### src/rtl/scl_clk_sync_pkg.sv
package scl_clk_sync_pkg;

   // Phase of the local clock generator
   typedef enum logic [1:0] {
      PH_OFF  = 2'd0,   // disabled, line released
      PH_LOW  = 2'd1,   // pulling low, counting low length
      PH_WAIT = 2'd2,   // released, line still low elsewhere
      PH_HIGH = 2'd3    // line seen high, counting high length
   } scl_phase_e;

   // Register after the synchronizer used for edge detection
   localparam int unsigned EDGE_STAGES = 1;

endpackage

### src/rtl/scl_sync_chain.sv
module scl_sync_chain #(
   parameter int unsigned STAGES  = 2,
   parameter logic        RST_VAL = 1'b1
) (
   input  logic clk,
   input  logic rst_n,
   input  logic d,
   output logic q
);

   generate
      if (STAGES < 2) begin : g_bad_stages
         $error("scl_sync_chain: STAGES must be at least 2");
      end
   endgenerate

   logic [STAGES-1:0] ff;

   always_ff @(posedge clk or negedge rst_n) begin
      if (!rst_n) ff <= {STAGES{RST_VAL}};
      else        ff <= {ff[STAGES-2:0], d};
   end

   assign q = ff[STAGES-1];

endmodule

### src/rtl/scl_edge_det.sv
module scl_edge_det #(
   parameter logic RST_VAL = 1'b1
) (
   input  logic clk,
   input  logic rst_n,
   input  logic lvl,
   output logic rise,
   output logic fall
);

   logic lvl_q;

   always_ff @(posedge clk or negedge rst_n) begin
      if (!rst_n) lvl_q <= RST_VAL;
      else        lvl_q <= lvl;
   end

   assign rise =  lvl & ~lvl_q;
   assign fall = ~lvl &  lvl_q;

endmodule

### src/rtl/scl_phase_cnt.sv
module scl_phase_cnt #(
   parameter int unsigned CNT_W = 16
) (
   input  logic             clk,
   input  logic             rst_n,
   input  logic             clr,
   input  logic             inc,
   input  logic [CNT_W-1:0] length,
   output logic             done
);

   logic [CNT_W-1:0] cnt;
   logic [CNT_W-1:0] term;

   // a length of zero is handled as one cycle
   assign term = (length == '0) ? '0 : length - 1'b1;
   assign done = (cnt >= term);

   always_ff @(posedge clk or negedge rst_n) begin
      if (!rst_n)             cnt <= '0;
      else if (clr)           cnt <= '0;
      else if (inc && !done)  cnt <= cnt + 1'b1;
   end

endmodule

### src/rtl/scl_clk_sync.sv
module scl_clk_sync
   import scl_clk_sync_pkg::*;
#(
   parameter int unsigned CNT_W       = 16,
   parameter int unsigned SYNC_STAGES = 2
) (
   input  logic             clk,
   input  logic             rst_n,
   input  logic             run_en,
   input  logic [CNT_W-1:0] low_period,
   input  logic [CNT_W-1:0] high_period,
   input  logic             scl_in,
   output logic             scl_pull,
   output logic             rise_stb,
   output logic             fall_stb,
   output logic             wait_hi
);

   localparam int unsigned OBS_LAT = SYNC_STAGES + EDGE_STAGES;

   generate
      if (CNT_W < 2) begin : g_bad_width
         $error("scl_clk_sync: CNT_W must be at least 2");
      end
      if (OBS_LAT > 8) begin : g_bad_lat
         $error("scl_clk_sync: synchronizer latency unreasonably large");
      end
   endgenerate

   logic             scl_s;
   logic             rise_w, fall_w;
   logic             cnt_clr, cnt_inc, cnt_done;
   logic [CNT_W-1:0] cnt_len;
   scl_phase_e       phase_q, phase_d;

   scl_sync_chain #(.STAGES(SYNC_STAGES), .RST_VAL(1'b1)) u_sync (
      .clk   (clk),
      .rst_n (rst_n),
      .d     (scl_in),
      .q     (scl_s)
   );

   scl_edge_det #(.RST_VAL(1'b1)) u_edge (
      .clk   (clk),
      .rst_n (rst_n),
      .lvl   (scl_s),
      .rise  (rise_w),
      .fall  (fall_w)
   );

   assign cnt_len = (phase_q == PH_HIGH) ? high_period : low_period;

   scl_phase_cnt #(.CNT_W(CNT_W)) u_cnt (
      .clk    (clk),
      .rst_n  (rst_n),
      .clr    (cnt_clr),
      .inc    (cnt_inc),
      .length (cnt_len),
      .done   (cnt_done)
   );

   // Phase sequencing: low count is anchored to the observed falling edge,
   // high count starts only after the line is observed high.
   always_comb begin
      phase_d = phase_q;
      cnt_clr = 1'b0;
      cnt_inc = 1'b0;
      if (!run_en) begin
         phase_d = PH_OFF;
         cnt_clr = 1'b1;
      end else begin
         unique case (phase_q)
            PH_OFF: begin
               phase_d = PH_LOW;
               cnt_clr = 1'b1;
            end
            PH_LOW: begin
               if (fall_w) begin
                  cnt_clr = 1'b1;
               end else if (cnt_done && !scl_s) begin
                  phase_d = PH_WAIT;
                  cnt_clr = 1'b1;
               end else begin
                  cnt_inc = 1'b1;
               end
            end
            PH_WAIT: begin
               if (rise_w) begin
                  phase_d = PH_HIGH;
                  cnt_clr = 1'b1;
               end
            end
            PH_HIGH: begin
               if (fall_w || cnt_done) begin
                  phase_d = PH_LOW;
                  cnt_clr = 1'b1;
               end else begin
                  cnt_inc = 1'b1;
               end
            end
            default: begin
               phase_d = PH_OFF;
               cnt_clr = 1'b1;
            end
         endcase
      end
   end

   always_ff @(posedge clk or negedge rst_n) begin
      if (!rst_n) phase_q <= PH_OFF;
      else        phase_q <= phase_d;
   end

   assign scl_pull = (phase_q == PH_LOW);
   assign wait_hi  = (phase_q == PH_WAIT);
   assign rise_stb = rise_w;
   assign fall_stb = fall_w;

endmodule

### config.mk
export PLATFORM = sky130hd
export DESIGN_NAME = scl_clk_sync
export DESIGN_NICKNAME = d
export VERILOG_FILES = /design/src/rtl/scl_clk_sync_pkg.sv /design/src/rtl/scl_sync_chain.sv /design/src/rtl/scl_edge_det.sv /design/src/rtl/scl_phase_cnt.sv /design/src/rtl/scl_clk_sync.sv
export SDC_FILE = /design/constraint.sdc
export NUM_CORES = 1
export LEC_CHECK = 0
export BUFFER_PORTS_ARGS = -buffer_cell sky130_fd_sc_hd__buf_2
export CORE_MARGIN = 2
export CORE_UTILIZATION = 61
export DETAILED_ROUTE_END_ITERATION = 12
export PLACE_DENSITY_LB_ADDON = 0.15
export SYNTH_ARGS = -nofsm -noshare
export SYNTH_HDL_FRONTEND = slang
export SYNTH_SLANG_ARGS = --single-unit
### constraint.sdc
create_clock -name clk -period 10.2 [get_ports clk]
set_input_delay 0.51 -clock clk [delete_from_list [all_inputs] [get_ports clk]]
set_output_delay 0.51 -clock clk [all_outputs]
set_load 0.05 [all_outputs]
==> results of run 1 <==
[stage by stage]
| stage | setup WS (ns) | hold WS (ns) | instance area [sq um] |
|---|---|---|---|
| 2_1_floorplan | 5.69 | 0.214 | 2190 |
| 3_3_place_gp | 4.98 | 0.346 | 2400 |
| 3_5_place_dp | 4.87 | 0.350 | 2400 |
| 4_1_cts | 4.82 | 0.146 | 2430 |
| 5_1_grt | 4.28 | 0.175 | 2430 |
| 6_report | 4.81 | 0.130 | 2430 |
[cell usage in the layout (no fill, tap or decap), types with 12 or more instances in the layout]
cell type / n
nand3_1: 12
mux2i_1: 13
nor3_1: 15
ha_1: 23
buf_2: 39
dfrtp_1: 18
nand2_1: 23
a21oi_1: 21
nor2_1: 15
[final timing paths]
kind,startpoint,end,cells past startpoint,slack (ns)
worst max-delay path,phase_q[0],u_cnt.cnt[6],14,4.81
worst min-delay path,rst_n,u_cnt.cnt[12],1,0.13
worst max register to register,phase_q[0],u_cnt.cnt[6],14,4.81
worst min register to register,u_sync.ff[0],u_sync.ff[1],0,0.36
max in group asynchronous,rst_n,u_edge.lvl_q,1,9.72
min in group clk,scl_in,u_sync.ff[0],1,0.28
[layer usage]
layer	global-route usage [%]	vias to the layer above	share of wire (%)
li1	-	1081	-
met1	36.4	969	48
met2	45.1	66	47
met3	1.41	7	4.7
met4	5.43	0	0.91
met5	0	-	0
[state kept, by name, summed over array words and instances (netlist names)]
name / cells
u_cnt.cnt: 16
phase_q: 2
u_edge.lvl_q: 1
u_sync.ff: 2
[cell families after synthesis]
logic type      share of synthesized area [%]
simple gates                             27.5
buf+inv                                  4.28
flops                                    24.1
xor+xnor                                 5.19
compound gates                           18.3
fa+ha+maj                                13.1
mux                                      7.47
[report_power, final]
group / leakage (nW) / switching, mW / total [mW] / internal (mW)
Combinational: 0.757 / 0.0914 / 0.147 / 0.0560
Clock: 0.0177 / 0.0260 / 0.0406 / 0.0147
Sequential: 0.280 / 0.00561 / 0.0938 / 0.0882
Total: 1.05 / 0.123 / 0.282 / 0.159
[final cells by class]
type / count / area [sq um] / share of cell area, %
multi-input combinational: 228 / 1570 / 64.7
clock inverter: 1 / 5.00 / 0.206
inverter: 11 / 41.3 / 1.70
timing repair buffer: 40 / 203 / 8.35
clock buffer: 3 / 22.5 / 0.927
sequential: 21 / 529 / 21.8
tap: 46 / 57.6 / 2.37
==> run summary, run 1 <==
Final Skew - 0.00297 ns
slowest cell on the critical path - or4_1
Startpoint Class - flop
row cnt - 21
filler cell count - 292
dpl cells - 346
final setup TNS - 0 ns
hold crit path type - primary input to asynchronous set/reset pin
first-pass GRT wire length - 8.82 mm
max-cap viol count - 0
Area Overhead vs Synth - 10.7%
Total GRT Usage - 26.2%
drt wl/cell - 14.4 microns
CP top delay family - simple AND/OR/NAND/NOR gates
Core ar. - 3390 sq um
fin crit period - 5.39 ns
top cells by count, synth - ha_1, nand2_1, a21oi_1
post-synthesis average cell area - 8.15 sq um
Setup-failing EPs final - 0
Synthesized Nets - 328
GRT overflow - 0
number of diodes - 0
fin nets - 364
Synth Register Bits - 21
Distinct cells, synth - 48
Post-CTS Setup Bufs - 0
CTS tree - built
kind of end point of the critical path - flop
TritonCTS Buffers - 3
Post-Synthesis Cell Area - 2190 sq um
top_reg_cell synth - dfrtp_1
Initial Util - 64.7%
vias in the first global route - 2034
hpwl dp - 3.95 mm
Critical Path AT - 5.63 ns
antenna violations before repair - 0
DRC violations left - 0
top cells by area, synth - dfrtp_1, ha_1, mux2i_1
maximum cell stage delay along the critical path - 0.76 ns
EDFF count, synth - 0
Yosys top cell by area - dfrtp_1
Final Util - 71.7%
crit path buf inv count - 1
die height - 64.0 microns
Worst-path clk slew - 0.12 ns
RePlAce Congestion - 0.854
Antenna Nets Post-Route - 0
Via density - 6.07
synth warn - 0
Slew headroom - 23.8%
CP max FO - 26
Ports - 40
layout cells sized above 1 - 18.4%
Pwr Total - 282 uW
RSZ-0062 raised after global routing - no
Clock Tree Buf Depth - 2
Die ar. - 4090 sq um
Max VDD drop - 0.0000893 V
pin count of the biggest net entering global routing - 27
PwrDens - 116 nW/um^2
Max Slew Vio Count - 0
Die Span X - 64.0 microns
clock sink count - 21
Total Wirelength - 5.04 mm
worst path cell trace - ha_1 > buf_4 > mux2i_1 > nand3_1 > or4_1 > nor2b_1 > mux2i_1 > ha_1 > a211oi_1 > o22ai_1 > nor2_1 > nand3_1 > or4_1 > a21oi_1
Yosys top cell area share - 20.5%
Leakage - 1.05 nW
Resized cells post-CTS - 0
cts hold-fix bufs - 0
Cells after Synth - 269
H-tree levels - 1
outcome - finished clean
Crit path required time - 10.43 ns
crit share post-route - 52.9%
Finished Layout Cells - 350
Clock Latency Late Sink - 0.31 ns
critical path type - flop to flop
Async S/R FF share, synth - 100%
Slew @ Worst Pin - 1.14 ns
1st-iter DRT viols - 139
drt pass-1 iters - 4
sequential share of the synthesized area - 24.1%
Port Buffers - 39
Root Buffer - clkbuf_4
Max Freq - 185 MHz
final hold vios - 0
via count - 2123
No activity file was read; power rests on OpenSTA's default activity.
==> inputs of run 2 (changes only) <==
Settings changed: CORE_UTILIZATION 61 to 51.
Clock period 10.2 ns to 4.9 ns, I/O delays scaled along.
==> run 2 against run 1 <==
Wire length up 1.5%. Clock skew up 0.0044 ns. Global-route usage down 4.3 points. Power up 120%. Critical path depth unchanged. Register-to-register slack worse by 4.3 ns. Count of clock-buffer cells in the layout unchanged. Combinational power up 110%. Setup slack worse by 4.3 ns. Largest power group unchanged. Highest routed layer unchanged.
==> run summary, run 2 (synthesis results as in run 1) <==
antenna violations before repair - 0 (unchanged)
dpl cells - 354 (+2.3%)
PwrDens - 251 nW/um^2 (+120%)
Ports - 40 (unchanged)
Clock Tree Buf Depth - 2 (unchanged)
Slew @ Worst Pin - 0.627 ns (-0.508 ns)
drt wl/cell - 14.3 microns (-1.1%)
die height - 69.6 microns (+8.8%)
Root Buffer - clkbuf_8
filler cell count - 378 (+29%)
crit path buf inv count - 0 (-1)
Max Slew Vio Count - 0 (unchanged)
CP top delay family - simple AND/OR/NAND/NOR gates
Worst-path clk slew - 0.08 ns (-0.04 ns)
largest register by flop count - u_cnt.cnt
DRC violations left - 0 (unchanged)
Via density - 5.81 (-4.2%)
number of diodes - 0 (unchanged)
Placed Area - 2440 sq um (+1.5%)
CTS tree - built
RePlAce Congestion - 0.888 (+4.0%)
Die ar. - 4840 sq um (+18%)
slowest cell on the critical path - or4_4
critical path type - flop to flop
outcome - finished clean
GRT overflow - 0 (unchanged)
pin count of the biggest net entering global routing - 25 (-7.4%)
first-pass GRT wire length - 8.86 mm (+0.46%)
Total GRT Usage - 21.9% (-4.3 points)
Total Wirelength - 5.12 mm (+1.5%)
TritonCTS Buffers - 3 (unchanged)
hpwl dp - 4.04 mm (+2.3%)
Core ar. - 4060 sq um (+20%)
Crit path required time - 5.09 ns (-5.34 ns)
post-route cell area - 2500 sq um (+2.9%)
vias in the first global route - 1993 (-2.0%)
Leakage - 1.09 nW (+3.0%)
most frequent cells in the layout - buf_2, nand2_1, ha_1, a21oi_1, dfrtp_1
Die Span X - 69.6 microns (+8.8%)
max reg flops - 16 (unchanged)
maximum cell stage delay along the critical path - 0.65 ns (-0.11 ns)
clock sink count - 21 (unchanged)
Clock Latency Late Sink - 0.27 ns (-0.04 ns)
Port Buffers - 39 (unchanged)
top flop regs - u_cnt.cnt (16), phase_q (2), u_sync.ff (2)
1st-iter DRT viols - 91 (-35%)
row cnt - 23 (+9.5%)
Slew headroom - 57.9% (+34 points)
H-tree levels - 1 (unchanged)
worst path cell trace - ha_2 > mux2i_1 > o21ai_1 > or3_1 > or4_4 > nor2b_1 > mux2i_1 > ha_1 > a211oi_1 > o22ai_1 > or2_2 > nor3_1 > nand4b_1 > a21oi_1
Final Skew - 0.00734 ns (+0.00436 ns)
Initial Util - 54.1% (-11 points)
Pwr Total - 627 uW (+120%)
Critical Path AT - 4.61 ns (-1.02 ns)
final hold vios - 0 (unchanged)
commonest non-fill, non-tap cell in the layout - buf_2
max-cap viol count - 0 (unchanged)
fin nets - 369 (+1.4%)
Finished Layout Cells - 359 (+2.6%)
crit share post-route - 90.1% (+37 points)
via count - 2086 (-1.7%)
fin crit period - 4.41 ns (-0.980 ns)
final setup TNS - 0 ns (unchanged)
Top cell by count, worst path - mux2i_1
Area Overhead vs Synth - 13.9%
drt pass-1 iters - 4 (unchanged)
kind of end point of the critical path - flop
Setup-failing EPs final - 0 (unchanged)
layout cells sized above 1 - 20.1% (+1.6 points)
RSZ-0062 raised after global routing - no
Antenna Nets Post-Route - 0 (unchanged)
Max Freq - 227 MHz (+22%)
Post-CTS Setup Bufs - 0 (unchanged)
Startpoint Class - flop
hold crit path type - primary input to flop
Max VDD drop - 0.000189 V (+110%)
CP max FO - 16 (-38%)
-- run 2: cell count changes in the layout (fill, tap and decap cells not counted), sizes merged --
cell and delta:
buf +4, dlygate4sd3 +1
-- run 2: stage by stage --
stage | hold WS [ns] | utilization [%] | setup WS [ns]
2_1_floorplan | -0.0506 | - | 0.390
3_3_place_gp | 0.223 | 60.0 | 0.349
3_5_place_dp | 0.229 | 60.0 | 0.222
4_1_cts | 0.0672 | 61.4 | 0.196
5_1_grt | 0.0584 | 61.6 | 0.0434
6_report | 0.0685 | 61.6 | 0.487
-- run 2: area by class of cell --
cell class	count	area, sq um	area share (%)
Timing Repair Buffer	45	243	9.71
Inverter	11	41.3	1.65
Tap cell	50	62.6	2.50
Clock buffer	3	41.3	1.65
Clock inverter	1	5.00	0.200
Multi-Input combinational cell	228	1580	63.1
Sequential cell	21	529	21.2
-- run 2: power by group --
part / switching [mW] / internal, mW / total, mW
clock: 0.0587 / 0.0567 / 0.115
sequential: 0.0120 / 0.184 / 0.196
combinational: 0.189 / 0.126 / 0.316
total: 0.260 / 0.367 / 0.627
-- run 2: routing by layer --
layer,routed length [microns],up-vias,share of wire [%],track usage [%]
li1,-,1088,-,-
met1,2560,947,50,30.8
met2,2240,47,44,36.0
met3,262,4,5.1,2.47
met4,53,0,1.0,5.23
met5,0,-,0,0
-- run 2: worst paths after layout --
kind / from / slack, ns / endpoint / depth (start not counted)
max: phase_q[0] / 0.49 / u_cnt.cnt[5] / 14
min: scl_in / 0.07 / u_sync.ff[0] / 1
max reg2reg: phase_q[0] / 0.49 / u_cnt.cnt[5] / 14
min reg2reg: u_sync.ff[0] / 0.36 / u_sync.ff[1] / 0
max in group asynchronous: rst_n / 4.07 / u_edge.lvl_q / 2
min in group asynchronous: rst_n / 0.47 / u_cnt.cnt[2] / 2
-- run 2: timing repair --
item,CTS,global route
hold endpoints to repair,18,0
setup endpoints to repair,0,18
hold buffers,1,0
gates resized for setup,0,2
-- run 2: worst register-to-register path, stage by stage, from the launching register on --
cell      delay [ns]
dfrtp_1         0.43
ha_2            0.32
mux2i_1         0.30
o21ai_1         0.15
or3_1           0.35
or4_4           0.65
nor2b_1         0.18
mux2i_1         0.14
ha_1            0.26
a211oi_1        0.23
o22ai_1         0.17
or2_2           0.31
nor3_1          0.52
nand4b_1        0.16
a21oi_1         0.18
==> inputs of run 3 (changes only) <==
Settings changed: CORE_ASPECT_RATIO set to 1.4.
==> run 3 against run 2 <==
Design area grew 0.95%. Sequential cell count is the same. Core utilization shrank 1.1 points. Final cell count shrank 0.84%. Wire length grew 3.8%. Clock skew shrank 0.0042 ns. Sequential share of layout area shrank 0.20 points. Register-to-register slack gained 0.02 ns. Clock power is essentially flat. Global-route usage grew 0.71 points. Critical endpoint is now u_cnt.cnt[13].
==> run summary, run 3 (synthesis results as in run 1) <==
outcome - finished clean
P_sw - 255 uW (-1.9%)
Final Skew - 0.00315 ns (-0.00419 ns)
Root Buffer - clkbuf_8
Leakage - 1.10 nW (+0.75%)
max-cap viol count - 0 (unchanged)
final setup TNS - 0 ns (unchanged)
Reg power frac - 31.2% (about the same)
Crit path required time - 5.08 ns (about the same)
die height - 81.6 microns (+17%)
fin nets - 371 (+0.54%)
Max Slew Vio Count - 0 (unchanged)
max reg flops - 16 (unchanged)
Antenna Nets Post-Route - 0 (unchanged)
critical path type - flop to flop
sw frac - 40.7% (-0.80 points)
Slew @ Worst Pin - 0.615 ns (-0.0119 ns)
slowest cell on the critical path - or4_4
most frequent cells in the layout - buf_2, nand2_1, ha_1, a21oi_1, dfrtp_1
largest register by flop count - u_cnt.cnt
pin count of the biggest net entering global routing - 28 (+12%)
Post-CTS Setup Bufs - 0 (unchanged)
CTS tree - built
TritonCTS Buffers - 3 (unchanged)
row cnt - 28 (+22%)
first-pass GRT wire length - 8.54 mm (-3.6%)
Max VDD drop - 0.000281 V (+48%)
Area Overhead vs Synth - 15.0%
hpwl dp - 4.25 mm (+5.0%)
Core ar. - 4170 sq um (+2.7%)
Ports - 40 (unchanged)
Cell Int Power - 372 uW (+1.5%)
RSZ-0062 raised after global routing - no
Slew headroom - 58.7% (+0.80 points)
Setup-failing EPs final - 0 (unchanged)
maximum cell stage delay along the critical path - 0.63 ns (-0.02 ns)
drt pass-1 iters - 4 (unchanged)
Initial Util - 52.6% (-1.4 points)
Worst-path clk slew - 0.08 ns (about the same)
top flop regs - u_cnt.cnt (16), phase_q (2), u_sync.ff (2)
Comb pwr share - 51.0% (+0.6 points)
Die ar. - 4850 sq um (+0.15%)
filler cell count - 391 (+3.4%)
crit path buf inv count - 2 (+2)
Clock Tree Buf Depth - 2 (unchanged)
RePlAce Congestion - 0.841 (-5.3%)
GRT overflow - 0 (unchanged)
kind of end point of the critical path - flop
Total Wirelength - 5.31 mm (+3.8%)
Placed Area - 2460 sq um (+0.87%)
DRC violations left - 0 (unchanged)
Startpoint Class - flop
H-tree levels - 1 (unchanged)
via count - 2178 (+4.4%)
crit share post-route - 89.7% (-0.40 points)
Critical Path AT - 4.58 ns (-0.03 ns)
1st-iter DRT viols - 63 (-31%)
hold crit path type - primary input to flop
Die Span X - 59.4 microns (-15%)
post-route cell area - 2520 sq um (+0.95%)
Clock Latency Late Sink - 0.25 ns (-0.02 ns)
vias in the first global route - 2042 (+2.5%)
CP max FO - 24 (+8)
drt wl/cell - 14.9 microns (+4.6%)
Via density - 6.12 (+5.3%)
Final Util - 60.5% (-1.1 points)
antenna violations before repair - 0 (unchanged)
R2R setup slack - 0.51 ns (+0.02 ns)
CP top delay family - simple AND/OR/NAND/NOR gates
Port Buffers - 39 (unchanged)
number of diodes - 0 (unchanged)
Top cell by count, worst path - mux2i_1
commonest non-fill, non-tap cell in the layout - buf_2
Max Freq - 228 MHz (+0.45%)
worst path cell trace - ha_2 > mux2i_1 > inv_1 > or3_1 > or4_4 > nor2b_1 > mux2i_1 > ha_1 > a211oi_1 > o22ai_1 > nor2_1 > nand3_1 > buf_4 > or4_1 > a21oi_1
PwrDens - 249 nW/um^2 (-0.87%)
final hold vios - 0 (unchanged)
Clk pwr share - 17.8% (-0.6 points)
fin crit period - 4.39 ns (-0.0196 ns)
clock sink count - 21 (unchanged)
Total GRT Usage - 22.6% (+0.71 points)
layout cells sized above 1 - 20.6% (+0.51 points)
-- run 3: cell types whose count changed in the layout (fill, tap and decap cells not counted), sizes merged --
cell,delta
buf,+2
clkbuf,+1
clkinv,-1
-- run 3: power groups by stage --
stage          clock (mW)  combinational, mW  sequential, mW
6_report            0.112              0.320           0.196
4_1_cts             0.115              0.321           0.195
3_3_place_gp            0              0.314           0.197
3_5_place_dp            0              0.319           0.198
2_1_floorplan           0              0.238           0.195
5_1_grt             0.122              0.361           0.198
-- run 3: final timing paths --
| path | to | start | depth (start not counted) |
|---|---|---|---|
| max in group asynchronous | u_edge.lvl_q | rst_n | 2 |
| min in group asynchronous | u_cnt.cnt[0] | rst_n | 2 |
| setup reg to reg | u_cnt.cnt[13] | phase_q[0] | 15 |
| hold / removal | u_sync.ff[0] | scl_in | 1 |
| setup / recovery | u_cnt.cnt[13] | phase_q[0] | 15 |
| hold reg to reg | u_sync.ff[1] | u_sync.ff[0] | 0 |
-- run 3: layout make-up --
cell class	instances	area [sq um]	share of cell area, %
multi-input combinational	228	1580	62.6
sequential	21	529	21.0
timing repair buffer	47	270	10.7
tap	45	56.3	2.23
clock buffer	4	45.0	1.79
inverter	11	41.3	1.64
-- run 3: worst register-to-register path: stages, from the launching register on --
cell and delay, ns:
dfrtp_1 0.42, ha_2 0.34, mux2i_1 0.34, inv_1 0.06
or3_1 0.39, or4_4 0.63, nor2b_1 0.17, mux2i_1 0.14
ha_1 0.26, a211oi_1 0.23, o22ai_1 0.17, nor2_1 0.18
nand3_1 0.09, buf_4 0.21, or4_1 0.52, a21oi_1 0.16
-- run 3: repair_timing --
action                                  4_1_cts  5_1_grt
hold buffers                                  1        0
endpoints found under the hold margin        18        0
endpoints found under the setup margin        0       11
resized for setup                             0        4
-- run 3: layer usage --
layer / GRT usage [%] / up-vias / part of all wire [%]
li1: - / 1097 / -
met1: 25.3 / 1016 / 43
met2: 42.7 / 53 / 51
met3: 0.945 / 12 / 3.2
met4: 10.2 / 0 / 3.1
met5: 0 / - / 0
-- run 3: per-stage QoR --
step           instances  power (mW)  hold WS (ns)  setup WS (ns)
6_report             356       0.627        0.0831          0.507
3_3_place_gp         351       0.511         0.235          0.301
4_1_cts              356       0.631        0.0797          0.208
5_1_grt              356       0.681        0.0771          0.149
3_5_place_dp         351       0.517         0.233          0.232
2_1_floorplan        269       0.433       -0.0506          0.390
